<file path="src/rtl/ttfu_pkg.sv">
package ttfu_pkg;

    localparam int OP_W = 3;

    typedef enum logic [OP_W-1:0] {
        OP_ADD = 3'd0,
        OP_SUB = 3'd1,
        OP_AND = 3'd2,
        OP_OR  = 3'd3,
        OP_XOR = 3'd4,
        OP_CMP = 3'd5
    } ttfu_op_e;

    function automatic int unsigned clog2_min1(input int unsigned n);
        return (n <= 2) ? 1 : $clog2(n);
    endfunction

endpackage

</file>
<file path="src/rtl/ttfu_sock_match.sv">
// Input socket: finds the lowest-numbered bus carrying this socket's ID
// and returns that bus's payload.
module ttfu_sock_match #(
    parameter int NUM_BUS = 2,
    parameter int SID_W   = 4,
    parameter int PW      = 8,
    parameter logic [SID_W-1:0] SID = '0
) (
    input  logic [NUM_BUS*SID_W-1:0] sid_flat,
    input  logic [NUM_BUS*PW-1:0]    pay_flat,
    output logic                     hit,
    output logic [PW-1:0]            pay
);
    always_comb begin
        hit = 1'b0;
        pay = '0;
        // scan downwards so the lowest index is the last to win
        for (int b = NUM_BUS - 1; b >= 0; b--) begin
            if (sid_flat[b*SID_W +: SID_W] == SID) begin
                hit = 1'b1;
                pay = pay_flat[b*PW +: PW];
            end
        end
    end
endmodule

</file>
<file path="src/rtl/ttfu_alu.sv">
module ttfu_alu
    import ttfu_pkg::*;
#(
    parameter int DW = 8
) (
    input  logic [OP_W-1:0] op,
    input  logic [DW-1:0]   a,
    input  logic [DW-1:0]   b,
    output logic [DW-1:0]   y
);
    always_comb begin
        y = '0;
        case (ttfu_op_e'(op))
            OP_ADD:  y = a + b;
            OP_SUB:  y = a - b;
            OP_AND:  y = a & b;
            OP_OR:   y = a | b;
            OP_XOR:  y = a ^ b;
            OP_CMP:  y[0] = (a < b);
            default: y = '0;
        endcase
    end
endmodule

</file>
<file path="src/rtl/ttfu_pipe.sv">
// Result pipeline: one stage (latency 1) or two stages (latency 2).
module ttfu_pipe #(
    parameter int DW      = 8,
    parameter int LATENCY = 2
) (
    input  logic          clk,
    input  logic          rst,
    input  logic          in_vld,
    input  logic [DW-1:0] in_data,
    output logic [DW-1:0] res_q
);
    generate
        if (LATENCY == 1) begin : g_lat1
            always_ff @(posedge clk) begin
                if (rst)         res_q <= '0;
                else if (in_vld) res_q <= in_data;
            end
        end else begin : g_lat2
            typedef struct packed {
                logic          vld;
                logic [DW-1:0] data;
            } stage_t;

            stage_t stg_q;

            always_ff @(posedge clk) begin
                if (rst) begin
                    stg_q <= '0;
                    res_q <= '0;
                end else begin
                    stg_q <= '{vld: in_vld, data: in_data};
                    if (stg_q.vld) res_q <= stg_q.data;
                end
            end
        end
    endgenerate
endmodule

</file>
<file path="src/rtl/ttfu_out_socket.sv">
// Output socket: drives the result onto every addressed bus and flags clashes.
module ttfu_out_socket #(
    parameter int NUM_BUS = 2,
    parameter int SID_W   = 4,
    parameter int DW      = 8,
    parameter logic [SID_W-1:0] SID = '0
) (
    input  logic [NUM_BUS*SID_W-1:0] sid_flat,
    input  logic [DW-1:0]            result,
    input  logic [NUM_BUS-1:0]       ext_drv,
    output logic [NUM_BUS*DW-1:0]    data_o,
    output logic [NUM_BUS-1:0]       drv_o,
    output logic [NUM_BUS-1:0]       conflict_o
);
    for (genvar b = 0; b < NUM_BUS; b++) begin : g_bus
        assign drv_o[b]              = (sid_flat[b*SID_W +: SID_W] == SID);
        assign data_o[b*DW +: DW]    = drv_o[b] ? result : '0;
        assign conflict_o[b]         = drv_o[b] & ext_drv[b];
    end
endmodule

</file>
<file path="src/rtl/ttfu_socket_unit.sv">
module ttfu_socket_unit
    import ttfu_pkg::*;
#(
    parameter int NUM_BUS  = 2,
    parameter int DW       = 8,
    parameter int SID_W    = 4,
    parameter int LATENCY  = 2,
    parameter logic [SID_W-1:0] OPND_SID = 4'd1,
    parameter logic [SID_W-1:0] TRIG_SID = 4'd2,
    parameter logic [SID_W-1:0] RES_SID  = 4'd3
) (
    input  logic                     clk,
    input  logic                     rst,
    input  logic [NUM_BUS*SID_W-1:0] bus_sid_i,
    input  logic [NUM_BUS*DW-1:0]    bus_data_i,
    input  logic [NUM_BUS*OP_W-1:0]  bus_op_i,
    input  logic [NUM_BUS-1:0]       ext_drv_i,
    output logic [NUM_BUS*DW-1:0]    bus_data_o,
    output logic [NUM_BUS-1:0]       bus_drv_o,
    output logic [NUM_BUS-1:0]       conflict_o
);
    localparam int TPW = OP_W + DW;

    typedef struct packed {
        logic [OP_W-1:0] op;
        logic [DW-1:0]   data;
    } trig_t;

    logic [NUM_BUS*TPW-1:0] trig_flat;
    for (genvar b = 0; b < NUM_BUS; b++) begin : g_tpay
        assign trig_flat[b*TPW +: TPW] = {bus_op_i[b*OP_W +: OP_W], bus_data_i[b*DW +: DW]};
    end

    logic          opnd_hit;
    logic [DW-1:0] opnd_mv;
    logic          trig_hit;
    trig_t         trig_mv;
    logic [DW-1:0] opnd_q;
    logic [DW-1:0] opnd_eff;
    logic [DW-1:0] alu_y;
    logic [DW-1:0] result_q;

    ttfu_sock_match #(.NUM_BUS(NUM_BUS), .SID_W(SID_W), .PW(DW), .SID(OPND_SID)) u_opnd_sock (
        .sid_flat (bus_sid_i),
        .pay_flat (bus_data_i),
        .hit      (opnd_hit),
        .pay      (opnd_mv)
    );

    ttfu_sock_match #(.NUM_BUS(NUM_BUS), .SID_W(SID_W), .PW(TPW), .SID(TRIG_SID)) u_trig_sock (
        .sid_flat (bus_sid_i),
        .pay_flat (trig_flat),
        .hit      (trig_hit),
        .pay      (trig_mv)
    );

    always_ff @(posedge clk) begin
        if (rst)           opnd_q <= '0;
        else if (opnd_hit) opnd_q <= opnd_mv;
    end

    // a same-cycle operand move is forwarded into the triggered operation
    assign opnd_eff = opnd_hit ? opnd_mv : opnd_q;

    ttfu_alu #(.DW(DW)) u_alu (
        .op (trig_mv.op),
        .a  (opnd_eff),
        .b  (trig_mv.data),
        .y  (alu_y)
    );

    ttfu_pipe #(.DW(DW), .LATENCY(LATENCY)) u_pipe (
        .clk     (clk),
        .rst     (rst),
        .in_vld  (trig_hit),
        .in_data (alu_y),
        .res_q   (result_q)
    );

    ttfu_out_socket #(.NUM_BUS(NUM_BUS), .SID_W(SID_W), .DW(DW), .SID(RES_SID)) u_res_sock (
        .sid_flat   (bus_sid_i),
        .result     (result_q),
        .ext_drv    (ext_drv_i),
        .data_o     (bus_data_o),
        .drv_o      (bus_drv_o),
        .conflict_o (conflict_o)
    );
endmodule

</file>
<file path="config.mk">
export PLATFORM = sky130hd
export DESIGN_NAME = ttfu_socket_unit
export DESIGN_NICKNAME = d
export VERILOG_FILES = /design/src/rtl/ttfu_pkg.sv /design/src/rtl/ttfu_sock_match.sv /design/src/rtl/ttfu_alu.sv /design/src/rtl/ttfu_pipe.sv /design/src/rtl/ttfu_out_socket.sv /design/src/rtl/ttfu_socket_unit.sv
export SDC_FILE = /design/constraint.sdc
export NUM_CORES = 1
export LEC_CHECK = 0
export ABC_AREA = 1
export BUFFER_PORTS_ARGS = -buffer_cell sky130_fd_sc_hd__buf_2
export CORE_UTILIZATION = 35
export CTS_CLUSTER_DIAMETER = 200
export CTS_CLUSTER_SIZE = 20
export DETAILED_ROUTE_END_ITERATION = 10
export GPL_TIMING_DRIVEN = 0
export PLACE_DENSITY = 0.64
export SLEW_MARGIN = 15
export SYNTH_ARGS = -nofsm -noshare
export SYNTH_HDL_FRONTEND = slang
export SYNTH_SLANG_ARGS = --single-unit
</file>
<file path="constraint.sdc">
create_clock -name clk -period 3.3 [get_ports clk]
set_input_delay 0.66 -clock clk [delete_from_list [all_inputs] [get_ports clk]]
set_output_delay 0.66 -clock clk [all_outputs]
set_load 0.01 [all_outputs]
</file>
Word-level counts from Yosys, hierarchy flattened
Index checks and enable logic that the tools add are counted.
Widths: inputs -> output; s select.
{"block": "totals", "n_memories": 0, "in_bits": 34, "wordCells": 37, "reg_bits": 25, "out_inout_bits": 20, "mem_bits_ro": 0, "mem_bits_rw": 0, "latch_bits": 0}
{"block": "op_classes", "eq_ne": 11, "mul": 0, "order_cmp": 1, "muxes": 13, "n_addsub": 2, "n_shift": 0, "n_bitwise": 5, "div": 0, "n_reduce_logical": 1}
{"operator": "$mux 8", "count": 5}
{"operator": "$pmux 7 s5", "count": 1}
{"operator": "$mux 11", "count": 2}
{"operator": "$eq 4x2->1 const B", "count": 4}
{"operator": "$add 8x8->8", "count": 1}
{"operator": "$and 8x8->8", "count": 1}
{"operator": "$eq 4x1->1 const B", "count": 2}
{"operator": "$lt 8x8->1", "count": 1}
{"operator": "$or 8x8->8", "count": 1}
{"operator": "$sub 8x8->8", "count": 1}
{"operator": "$xor 8x8->8", "count": 1}
{"operator": "$eq 3x2->1 const B", "count": 2}
{"operator": "$eq 3x3->1 const B", "count": 2}
{"operator": "$pmux 1 s6", "count": 1}
{"operator": "$mux 1", "count": 4}
{"operator": "$eq 3x1->1 const B", "count": 1}
{"operator": "$logic_not 3->1", "count": 1}
{"operator": "$and 1x1->1", "count": 2}

Logic depth before layout (Yosys ltp)
Gate-level depths: netlist of run 1.
{"block": "depth", "depth_word": 6, "depth_mapped": 21, "mapped_depth_nobuf": 20}

Hierarchy
From an unflattened synthesis of run 1, not the netlist that was laid out.
{"block": "unflattened", "cells_unflattened": 465, "hier_area_um2": 2894.0}
{"module": "ttfu_alu", "area_per_inst_um2": 1154.9, "seq_area_each_um2": 0.0, "cells_per_inst": 198, "instances": 1}
{"module": "ttfu_pipe", "area_per_inst_um2": 596.8, "seq_area_each_um2": 340.3, "cells_per_inst": 79, "instances": 1}
{"module": "ttfu_socket_unit", "area_per_inst_um2": 467.9, "seq_area_each_um2": 160.2, "cells_per_inst": 67, "instances": 1}
{"module": "ttfu_sock_match at u_trig_sock", "area_per_inst_um2": 321.6, "seq_area_each_um2": 0.0, "cells_per_inst": 48, "instances": 1}
{"module": "ttfu_sock_match at u_opnd_sock", "area_per_inst_um2": 200.2, "seq_area_each_um2": 0.0, "cells_per_inst": 35, "instances": 1}
{"module": "ttfu_out_socket", "area_per_inst_um2": 152.6, "seq_area_each_um2": 0.0, "cells_per_inst": 38, "instances": 1}

Least setup slack after synthesis of run 1
No wires, ideal clock.
{"block": "synth_path", "path_kind": "input to register", "startpoint": "in bus_sid_i[3]", "endpoint": "reg u_pipe.g_lat2.stg_q[0] (netlist bit)", "arrival_ns": 2.965, "setup_time_ns": 0.128, "setup_slack_ns": 0.207, "required_time_ns": 3.172, "stages": 15, "path_buffers": 2, "cell_sequence": "nor2_4 nand2_4 buf_6 clkbuf_1 o21ai_0 inv_1 fa_1 or2_2 nand2_1 and2_1 nand4_1 nand3_1 nand2_1 nor2_1 nor2_1"}
{"block": "synth_between", "elab_chain_cells": 5, "word_cells_on_any_way": 19, "cone_classes": "add/sub: 2; order compare: 1; eq/ne: 7; mux: 5; bitwise: 3; reduce/logical: 1"}
{"element": "start, declared", "line_no": "ttfu_socket_unit.sv:14", "text": "input logic [NUM_BUS*SID_W-1:0] bus_sid_i,"}
{"element": "$eq 4x1->1", "line_no": "ttfu_sock_match.sv:19", "text": "if (sid_flat[b*SID_W +: SID_W] == SID) begin"}
{"element": "$mux 8 / $mux 1 (equally long branches)", "line_no": "ttfu_sock_match.sv:19"}
{"element": "$mux 8"}
{"element": "$sub 8x8->8 (tied with other cells)", "line_no": "ttfu_alu.sv:15", "text": "OP_SUB: y = a - b;"}
{"element": "$pmux 1 s6 *", "line_no": "ttfu_alu.sv:13", "text": "case (ttfu_op_e'(op))"}
{"element": "end signal, assigned", "line_no": "ttfu_pipe.sv:31", "text": "stg_q <= '{vld: in_vld, data: in_data};"}
{"element": "end, declared", "line_no": "ttfu_pipe.sv:24", "text": "stage_t stg_q;"}
Mark *: on every way between the ends. The rest lies on a longest branch, timed or not.
A chain may end at the register's enable or synchronous reset.

Worst setup path in the final report of run 1
{"block": "layout_path", "startpoint": "in bus_sid_i[2]", "endpoint": "reg u_pipe.g_lat2.stg_q[0] (netlist bit)"}
{"block": "layout_between", "elab_chain_cells": 5, "word_cells_on_any_way": 19, "cone_classes": "add/sub: 2; order compare: 1; eq/ne: 7; mux: 5; bitwise: 3; reduce/logical: 1"}
{"element": "$eq 4x1->1 *", "line_no": "ttfu_sock_match.sv:19"}
{"element": "$mux 8 / $mux 1 (equally long branches)", "line_no": "ttfu_sock_match.sv:19"}
{"element": "$mux 8 *"}
{"element": "via opnd_eff[0]", "line_no": "ttfu_socket_unit.sv:39", "text": "logic [DW-1:0] opnd_eff;"}
{"element": "$sub 8x8->8 (tied with other cells)", "line_no": "ttfu_alu.sv:15"}
{"element": "$pmux 1 s6 *", "line_no": "ttfu_alu.sv:13"}
The timed path passes the listed nets; every way through them passes the cells marked *.

==> run metrics, run 1 <==
status=finished, final reports clean; final setup violation count=0; Total Routing Usage GR=16.8%; EDFF count, synth=0; Yosys reg bits=25; final net count=524; syn avg cell area=6.18 um^2; DRT antenna net count=0; Worst EP arrival=3260 ps; root buf cell=clkbuf_8; n_diodes=0; gp weighted congestion=0.885; hold bufs inserted after CTS=0; Area Growth Syn to Fin=20.2%; clock tree buffer depth=2; WL per Instance=11.1 um; Hold Path Depth=2; die area=7400 um^2; share of cells above drive strength 1=21.2%; later-pin clock latency in the skew report=280 ps; met1 Use GR=22.0%; final period utilization=94.4%; Seq/Total Area, Yosys=20.3%; Crit Reg-Reg Startpoint=opnd_q[0]$_SDFF_PP0_; Hold EP=u_pipe.res_q[3]$_SDFFE_PP0P_; CP endpoint kind=register; initial antenna violation count=0; Req. time, crit path=3440 ps; CTS tree=yes; io pins=54; measured slew at the worst slew-check pin=580 ps; PD cells=268 nW/um^2; GRT busiest layer=met2; H-tree depth=1; Worst R2R Setup Slack=1040 ps; Worst Clk Skew=9.26 ps; number of global-route vias before repair=2254; Pwr Total=0.000797 W; largest net degree at the start of global routing=16; vias=2525; hpwl dp=5.02 mm; clk sinks=25; Slew HR=61.3%; DRT Pass-1 Iters=5; gr ovfl total=0; first-pass GRT wire length=10.0 mm; Post-Syn Area=2470 um^2; initial core utilization=36.4%; Fmax=321 MHz; Final Critical Period=3120 ps; total core area=6790 um^2; Mapped Cells=400; VDD IR max=0.000175 V; # port buffers=52; Final Hold Vio Count=0; yosys warns=0; Die Y-Extent=86.0 um; Horiz. Die Dim=86.0 um; startpoint types=input pin; Cell variety after synth=34; total CTS buffers=3; Global Route met3 Usage=3.66%; max-slew violations=0; FILL cells=738; Max FO, Critical Path=6; FP Rows=30; Most used DFF post-synth=dfxtp_1; reg2reg path depth=13; Hold Path Origin=u_pipe.g_lat2.stg_q[3]$_SDFF_PP0_; DRC viols=0; Initial DRC Count=135; Post-Route WL=6.18 mm; HP Class=reg -> reg; CTS clk-pin slew, worst paths=90 ps; Crit Path Category=in -> reg; Pleak=1.69 nW; Total Neg Setup Slack=0 ps; reg-to-reg endpoint=u_pipe.g_lat2.stg_q[0]$_SDFF_PP0_; asr flop ratio synth=0%; M2 GR Usage=28.4%; Post-Syn Nets=461; Max Cap Violations=0; Via density=4.53
## report_power, final
group	internal, W	switching, W	total [W]	leakage (nW)
Sequential	0.000319	0.00000417	0.000323	0.204
Clock	0.0000857	0.000104	0.000189	0.0217
Combinational	0.000108	0.000177	0.000284	1.46
Total	0.000512	0.000285	0.000797	1.69
## registers in the layout, summed over array words and instances, names as in the netlist
register and flops:
opnd_q 8, u_pipe.g_lat2.stg_q 9, u_pipe.res_q 8
## synth_stat cells, types with 2 or more instances
cell       n  share of area [%]
and2_1     2               0.51
fa_1       2                1.6
nor2_1    65                9.9
nand2_2    2               0.51
a21oi_1   14                2.8
xor2_1     5                1.8
nand3_1   26                5.3
buf_2      3               0.61
nand4_1    2               0.51
inv_1     62                9.4
nand2_1   94                 14
dfxtp_1   25                 20
a211oi_1   9                2.7
o21ai_0   18                3.6
clkbuf_1   5               0.76
nand3b_1   3               0.91
a21o_1     3               0.91
nor2_2     4                1.0
ha_1      25                 13
or2_2      3               0.76
nor2_4     6                2.7
nor3_1     4               0.81
inv_2      6               0.91
nand2_4    2               0.91
## placed cells by master (no fill, tap or decap), types with 2 or more instances in the layout
| cell type | netlist | final |
|---|---|---|
| buf_2 | 3 | 55 |
| nand3_1 | 26 | 26 |
| inv_1 | 62 | 61 |
| nand3b_1 | 3 | 3 |
| clkbuf_8 | 0 | 3 |
| inv_2 | 6 | 6 |
| nor2_2 | 4 | 4 |
| a211oi_1 | 9 | 9 |
| fa_1 | 2 | 2 |
| a21o_1 | 3 | 3 |
| a21oi_1 | 14 | 12 |
| o21ai_0 | 18 | 14 |
| dfxtp_1 | 25 | 25 |
| nand2_2 | 2 | 2 |
| clkbuf_1 | 5 | 5 |
| or2_2 | 3 | 3 |
| nand2_1 | 94 | 94 |
| o21ai_1 | 1 | 4 |
| buf_4 | 0 | 6 |
| nor2_1 | 65 | 65 |
| a21oi_2 | 0 | 2 |
| nand4_1 | 2 | 2 |
| nor2_4 | 6 | 6 |
| nor3_1 | 4 | 4 |
| nand2_4 | 2 | 2 |
| xor2_1 | 5 | 5 |
| ha_1 | 25 | 25 |
## repair_timing
item | in CTS | in global routing
pin swaps | 0 | 3
endpoints found under the setup margin | 3 | 4
buffers inserted | 0 | 6
gates resized for setup | 2 | 9
cloned | 0 | 0
## per-layer routing
layer	part of all wire (%)	routed length, um
met5	0	0
met4	1.1	68
met3	6.2	384
met2	43	2680
met1	49	3040
## cell families after synthesis
family                     after synthesis  synth area share (%)
adders and majority gates               27                  14.3
buffers and inverters                   78                  12.3
xor gates and xnor gates                 5                  1.77
and+or+nand+nor                        215                  38.7
AOI/OAI and AO/OA                       50                  12.7
DFF                                     25                  20.3
## worst max path at each step
stage / startpoint / endpoint / slack [ps] / cells after the start
finish: bus_sid_i[2] / u_pipe.g_lat2.stg_q[0]$_SDFF_PP0_ / 180 / 18
global route: bus_sid_i[2] / u_pipe.g_lat2.stg_q[0]$_SDFF_PP0_ / -10 / 19
CTS: bus_sid_i[3] / u_pipe.g_lat2.stg_q[0]$_SDFF_PP0_ / 30 / 19
detailed placement: bus_sid_i[3] / u_pipe.g_lat2.stg_q[0]$_SDFF_PP0_ / -390 / 16
global placement: bus_sid_i[3] / u_pipe.g_lat2.stg_q[0]$_SDFF_PP0_ / -370 / 16
floorplan: bus_sid_i[3] / u_pipe.g_lat2.stg_q[0]$_SDFF_PP0_ / 210 / 15
## worst max-delay path, stage by stage
cell	delay (ps)
buf_2	110
nor2_4	210
nand3_4	150
buf_4	170
nand2_2	130
nor2_1	60
nor2_1	150
inv_2	80
ha_1	210
fa_1	390
or2_2	300
nand2_1	80
and2_4	140
nand4_1	90
nand3_1	120
nand2_1	50
nor2_1	90
nor2_1	50
## stage by stage
| step | cell area, um^2 | util (%) | hold slack [ps] | worst slack (ps) | std cells |
|---|---|---|---|---|---|
| 3_5_place_dp | 2850 | 42.0 | 469 | -392 | 548 |
| 3_3_place_gp | 2850 | 42.0 | 468 | -373 | 548 |
| 5_1_grt | 2970 | 43.7 | 498 | -11.8 | 558 |
| 6_report | 2970 | 43.7 | 483 | 185 | 558 |
| 2_1_floorplan | 2470 | - | 457 | 207 | 400 |
| 4_1_cts | 2910 | 42.8 | 486 | 26.3 | 552 |
## layout make-up
type                       count  area, um^2  area share, %
inverter                      69         262           8.81
buffer                         9        45.0           1.52
sequential                    25         500           16.9
clock inverter                 1        7.51          0.253
multi-input combinational    297        1690           56.8
timing repair buffer          58         305           10.3
clock buffer                   3        41.3           1.39
tap                           96         120           4.05
(Power assumes the default switching activity.)
==> run 2, diff against run 1 <==
ABC_AREA = not set   (was 1)
ABC_CLOCK_PERIOD_IN_PS = 3300   (was not set)
==> run 2 against run 1 <==
The flow now finishes with violations (DRC). Die area shrank 3.2%. Sequential power is 2% lower. Maximum frequency is 2.6% lower. Synthesized area is 3.2% lower. Count of clock-buffer cells in the layout is the same. First-iteration DRC count is 49% higher. Global-route usage up 1.8 points. Synthesized cell count decreased by 24%. Worst setup slack got worse by 84 ps. Register-to-register slack worse by 110 ps. Cell count decreased by 20%.
==> run metrics, run 2 <==
status=complete, but fails checks; failing checks=DRC; Yosys reg bits=25; clock tree buffer depth=2; asr flop ratio synth=0%; EDFF count, synth=0; startpoint types=input pin; most common cell after layout, fill and taps aside=buf_2; Post-Syn Nets=366; Total Routing Usage GR=18.6%; Cell variety after synth=57; Worst Clk Skew=1.27 ps; CP endpoint kind=register; later-pin clock latency in the skew report=280 ps; root buf cell=clkbuf_8; Regs by FF count=u_pipe.g_lat2.stg_q x9, opnd_q x8, u_pipe.res_q x8; Post-Route WL=6.55 mm; Pleak=1.33 nW; Die Y-Extent=84.7 um; Worst Setup EP=u_pipe.g_lat2.stg_q[5]$_SDFF_PP0_; total core area=6460 um^2; gp weighted congestion=0.872; Pwr Total=0.000743 W; DRT antenna net count=0; HP Class=reg -> reg; Final Critical Period=3200 ps; Hold Path Origin=u_pipe.g_lat2.stg_q[0]$_SDFF_PP0_; Crit Path Category=in -> reg; worst path cell trace=buf_2 -> or4b_4 -> and2_4 -> a22o_4 -> inv_1 -> ha_1 -> a211oi_1 -> o21a_1 -> or2_2 -> a211o_1 -> a21o_1 -> a31oi_2; RSZ-0062 raised after global routing=yes; # port buffers=53; Max FO, Critical Path=8; measured slew at the worst slew-check pin=860 ps; DRC viols=7; Mapped Cells=305; Yosys top cell by area=dfxtp_1; initial core utilization=37.0%; most frequent cell after synthesis=nor2_1; reg-to-reg endpoint=u_pipe.g_lat2.stg_q[5]$_SDFF_PP0_; Synth top cells by count=38 x nor2_1, 26 x a21oi_1, 25 x dfxtp_1, 25 x ha_1, 23 x inv_1; final period utilization=97.0%; vias=2354; Req. time, crit path=3510 ps; clk sinks=25; Sequential Area=500 um^2; top cell type's share of synthesized area=20.9%; yosys warns=0; Via density=5.28; first-pass GRT wire length=10.7 mm; Crit Reg-Reg Startpoint=opnd_q[2]$_SDFF_PP0_; initial antenna violation count=0; WL per Instance=14.7 um; Seq/Total Area, Yosys=20.9%; Initial DRC Count=201; die area=7170 um^2; Most used DFF post-synth=dfxtp_1; hold bufs inserted after CTS=0; Worst R2R Setup Slack=930 ps; Final Hold Vio Count=0; max-slew violations=0; VDD IR max=0.000129 V; FILL cells=652; io pins=54; CTS clk-pin slew, worst paths=90 ps; Multi-input gate area=1810 um^2; CP Launch Point=bus_sid_i[0]; Post-Syn Area=2390 um^2; largest net degree at the start of global routing=16; H-tree depth=1; DRT Pass-1 Iters=7; register name with the most flops=u_pipe.g_lat2.stg_q; Max stage delay on crit path=580 ps; syn avg cell area=7.84 um^2; Total Neg Setup Slack=0 ps; PD cells=253 nW/um^2; Fmax=313 MHz; total CTS buffers=3; final net count=431; Worst path slowest cell=or4b_4; Area Growth Syn to Fin=23.0%; share of cells above drive strength 1=26.0%; FP Rows=29; commonest non-fill, non-tap cells in the layout=55 x buf_2, 38 x nor2_1, 25 x dfxtp_1; hpwl dp=5.01 mm; Worst EP arrival=3410 ps; Max Cap Violations=0; number of global-route vias before repair=2183; gr ovfl total=0; Horiz. Die Dim=84.7 um; reg2reg path depth=11; Synth area leaders=dfxtp_1 21%, ha_1 13%, mux2i_1 7.1%; n_diodes=0; CTS tree=yes; max reg flops=9; final setup violation count=0; Slew HR=42.1%
## run 2: cell types whose count changed in the layout (fill, tap and decap cells not counted), sizes merged, moves of 8 or more
cell    previous run  this run
inv               68        23
a21oi             15        26
a211oi            10         2
and2               2        20
a22o               0        10
nor2              75        38
nand2             98        22
o21ai             19        11
nand3             27         7
mux2i              0        17
## run 2: metrics by stage
step	hold slack (ps)	cells	setup slack, ps	cell area, um^2	util (%)
2_1_floorplan	441	305	7.76	2400	-
3_3_place_gp	447	435	-1050	2760	42.8
3_5_place_dp	458	435	-1030	2760	42.8
4_1_cts	483	444	2.43	2880	44.6
5_1_grt	489	446	-25.1	2940	45.5
6_report	482	446	100	2940	45.5
## run 2: area by class of cell
cell class / count / share of cell area, %
timing repair buffer: 62 / 11.3
inverter: 23 / 2.94
tap: 77 / 3.28
buffer: 11 / 2.26
multi-input combinational: 244 / 61.5
sequential: 25 / 17.0
clock buffer: 3 / 1.40
clock inverter: 1 / 0.255
## run 2: logic make-up (layout without fill, tap and decap cells)
| group | after synthesis | count (layout) | synth area share, % |
|---|---|---|---|
| and+or+nand+nor | 110 | 110 | 25.0 |
| AOI/OAI and AO/OA | 86 | 86 | 24.6 |
| buffers and inverters | 36 | 100 | 6.12 |
| adders and majority gates | 27 | 27 | 14.8 |
| DFF | 25 | 25 | 20.9 |
| muxes | 17 | 17 | 7.12 |
| xor gates and xnor gates | 4 | 4 | 1.47 |
## run 2: worst min path at each step
stage                                         endpoint  cells past startpoint
after floorplan           u_pipe.res_q[0]$_SDFFE_PP0P_                      2
after global placement    u_pipe.res_q[5]$_SDFFE_PP0P_                      2
after detailed placement  u_pipe.res_q[0]$_SDFFE_PP0P_                      2
after CTS                 u_pipe.res_q[0]$_SDFFE_PP0P_                      2
after global routing      u_pipe.res_q[0]$_SDFFE_PP0P_                      2
final                     u_pipe.res_q[0]$_SDFFE_PP0P_                      2
## run 2: critical path: cells and delay by family
family                   cells  cell delay (ps)
buffers and inverters        2              250
AO/OA/AOI/OAI                6             1180
adder cells (fa/ha/maj)      1              200
AND/OR/NAND/NOR              3             1130
## run 2: power breakdown
part	leakage (nW)	internal (W)	switching, W
Combinational	1.11	0.000101	0.000131
Clock	0.0217	0.0000859	0.000109
Sequential	0.203	0.000313	0.00000297
## run 2: layer usage
layer  share of wire [%]  vias up  GRT usage [%]
li1                    -     1203              -
met1                  47     1071           24.4
met2                  47       73           33.0
met3                 5.8        7           2.26
met4                0.87        0           3.39
met5                   0        -              0
## run 2: repair_timing
action                                  CTS  global route
gates resized for setup                   7            12
hold endpoints to repair                  0             0
pin swaps                                 3             2
endpoints found under the setup margin    8             5
buffers inserted                          7             2
==> run 3, diff against run 2 <==
CORE_UTILIZATION = 50   (was 35)
PLACE_DENSITY = 0.84   (was 0.64)
==> run 3 against run 2 <==
The run still ends with DRC left. Sequential power about the same. Total power up 1.5%. Die area decreased by 29%. Global-route usage increased by 7.5 points. First-iteration DRC count grew 8.5%. Sequential share of layout area is 0.20 points lower. Flip-flop and latch count is the same. Critical endpoint unchanged. Largest power group unchanged.
==> run metrics, run 3 (synthesized netlist as in run 2, its figures left out) <==
Final Hold Vio Count=0; CTS tree=yes; register name with the most flops=u_pipe.g_lat2.stg_q; # port buffers=53; DRT antenna net count=0; failing checks=DRC; commonest non-fill, non-tap cells in the layout=54 x buf_2, 38 x nor2_1, 25 x dfxtp_1; Pleak=1.37 nW; later-pin clock latency in the skew report=270 ps; Final Cell Area=2980 um^2; DRC viols=8; PD cells=254 nW/um^2; H-tree depth=1; Crit Path Category=in -> reg; Area Growth Syn to Fin=24.4%; most common cell after layout, fill and taps aside=buf_2; Max Cap Violations=0; VDD IR max=0.000208 V; Hold Path Depth=2; Via density=5.66; Initial DRC Count=218; Hold EP=u_pipe.res_q[1]$_SDFFE_PP0P_; total CTS buffers=3; root buf cell=clkbuf_8; FP Rows=24; Post-Route WL=6.69 mm; Horiz. Die Dim=71.2 um; hold bufs inserted after CTS=0; Max stage delay on crit path=560 ps; final period utilization=97.2%; Pwr Total=0.000755 W; gr ovfl total=0; number of global-route vias before repair=2183; worst path cell trace=buf_2 -> or4b_4 -> and2_4 -> a22o_4 -> inv_1 -> ha_1 -> a211oi_1 -> o21a_1 -> or2_2 -> a211o_1 -> a21o_1 -> a31oi_2; CTS clk-pin slew, worst paths=100 ps; share of cells above drive strength 1=27.5%; Max FO, Critical Path=8; Final Critical Period=3210 ps; Worst Clk Skew=6.19 ps; vias=2417; Worst EP arrival=3420 ps; Total Routing Usage GR=26.1%; Worst path slowest cell=or4b_4; reg-to-reg endpoint=u_pipe.g_lat2.stg_q[5]$_SDFF_PP0_; Placed Instance Area=2730 um^2; Fmax=312 MHz; clk sinks=25; startpoint types=input pin; HP Class=reg -> reg; final setup violation count=0; status=complete, but fails checks; reg2reg path depth=11; clock tree buffer depth=2; largest net degree at the start of global routing=16; WL per Instance=15.7 um; max reg flops=9; Total Neg Setup Slack=0 ps; gp weighted congestion=0.924; Slew HR=45.0%; initial antenna violation count=0; die area=5060 um^2; Regs by FF count=u_pipe.g_lat2.stg_q x9, opnd_q x8, u_pipe.res_q x8; Crit Reg-Reg Startpoint=opnd_q[2]$_SDFF_PP0_; Req. time, crit path=3510 ps; pre-CTS setup slack=-1080 ps; io pins=54; Worst R2R Setup Slack=880 ps; total core area=4470 um^2; CP endpoint kind=register; max-slew violations=0; final net count=437; DRT Pass-1 Iters=7; Hold Path Origin=u_pipe.g_lat2.stg_q[1]$_SDFF_PP0_; Final WS setup=91.5 ps; hpwl dp=4.83 mm; Die Y-Extent=71.2 um; n_diodes=0; initial core utilization=53.4%; final core occ=66.5%; measured slew at the worst slew-check pin=818 ps; first-pass GRT wire length=10.3 mm
[run 3: worst max path at each step]
| stage | cells past startpoint | from | to |
|---|---|---|---|
| global route | 13 | bus_sid_i[0] | u_pipe.g_lat2.stg_q[5]$_SDFF_PP0_ |
| global placement | 15 | bus_sid_i[3] | u_pipe.g_lat2.stg_q[6]$_SDFF_PP0_ |
| detailed placement | 15 | bus_sid_i[1] | u_pipe.g_lat2.stg_q[6]$_SDFF_PP0_ |
| floorplan | 12 | bus_sid_i[2] | u_pipe.g_lat2.stg_q[5]$_SDFF_PP0_ |
| CTS | 12 | bus_sid_i[4] | u_pipe.g_lat2.stg_q[5]$_SDFF_PP0_ |
| finish | 12 | bus_sid_i[3] | u_pipe.g_lat2.stg_q[5]$_SDFF_PP0_ |
[run 3: power breakdown]
part           switching [W]  leakage, nW  internal (W)  total [W]
logic               0.000136         1.14      0.000109   0.000244
registers         0.00000306        0.203      0.000313   0.000316
clock network       0.000108       0.0217     0.0000858   0.000194
[run 3: repair_timing]
item,CTS,global route
resized for setup,6,16
pin swaps,2,5
buffers inserted,7,8
endpoints found under the setup margin,8,6
[run 3: final cells by class]
class	count	area, um^2
Multi-Input combinational cell	244	1830
Fill cell	380	1500
Tap cell	52	65.1
Sequential cell	25	500
Timing Repair Buffer	68	378
Buffer	11	65.1
Clock inverter	1	7.51
Clock buffer	3	41.3
Inverter	23	86.3
[run 3: worst max-delay path, delay by kind of cell]
family          cells  cell delay [ps]
compound gates      6             1180
fa+ha+maj           1              210
buf+inv             2              270
simple gates        3             1080
[run 3: routing by layer]
layer / track usage [%] / vias to the layer above / share of wire, %
met5: 0 / - / 0
li1: - / 1214 / -
met3: 4.84 / 16 / 7.4
met1: 33.4 / 1094 / 43
met2: 45.4 / 93 / 47
met4: 6.22 / 0 / 2.5
[run 3: through the flow]
step | instances | hold WS [ps]
4_1_cts | 419 | 479
2_1_floorplan | 305 | 441
3_3_place_gp | 410 | 446
5_1_grt | 427 | 491
6_report | 427 | 477
3_5_place_dp | 410 | 456
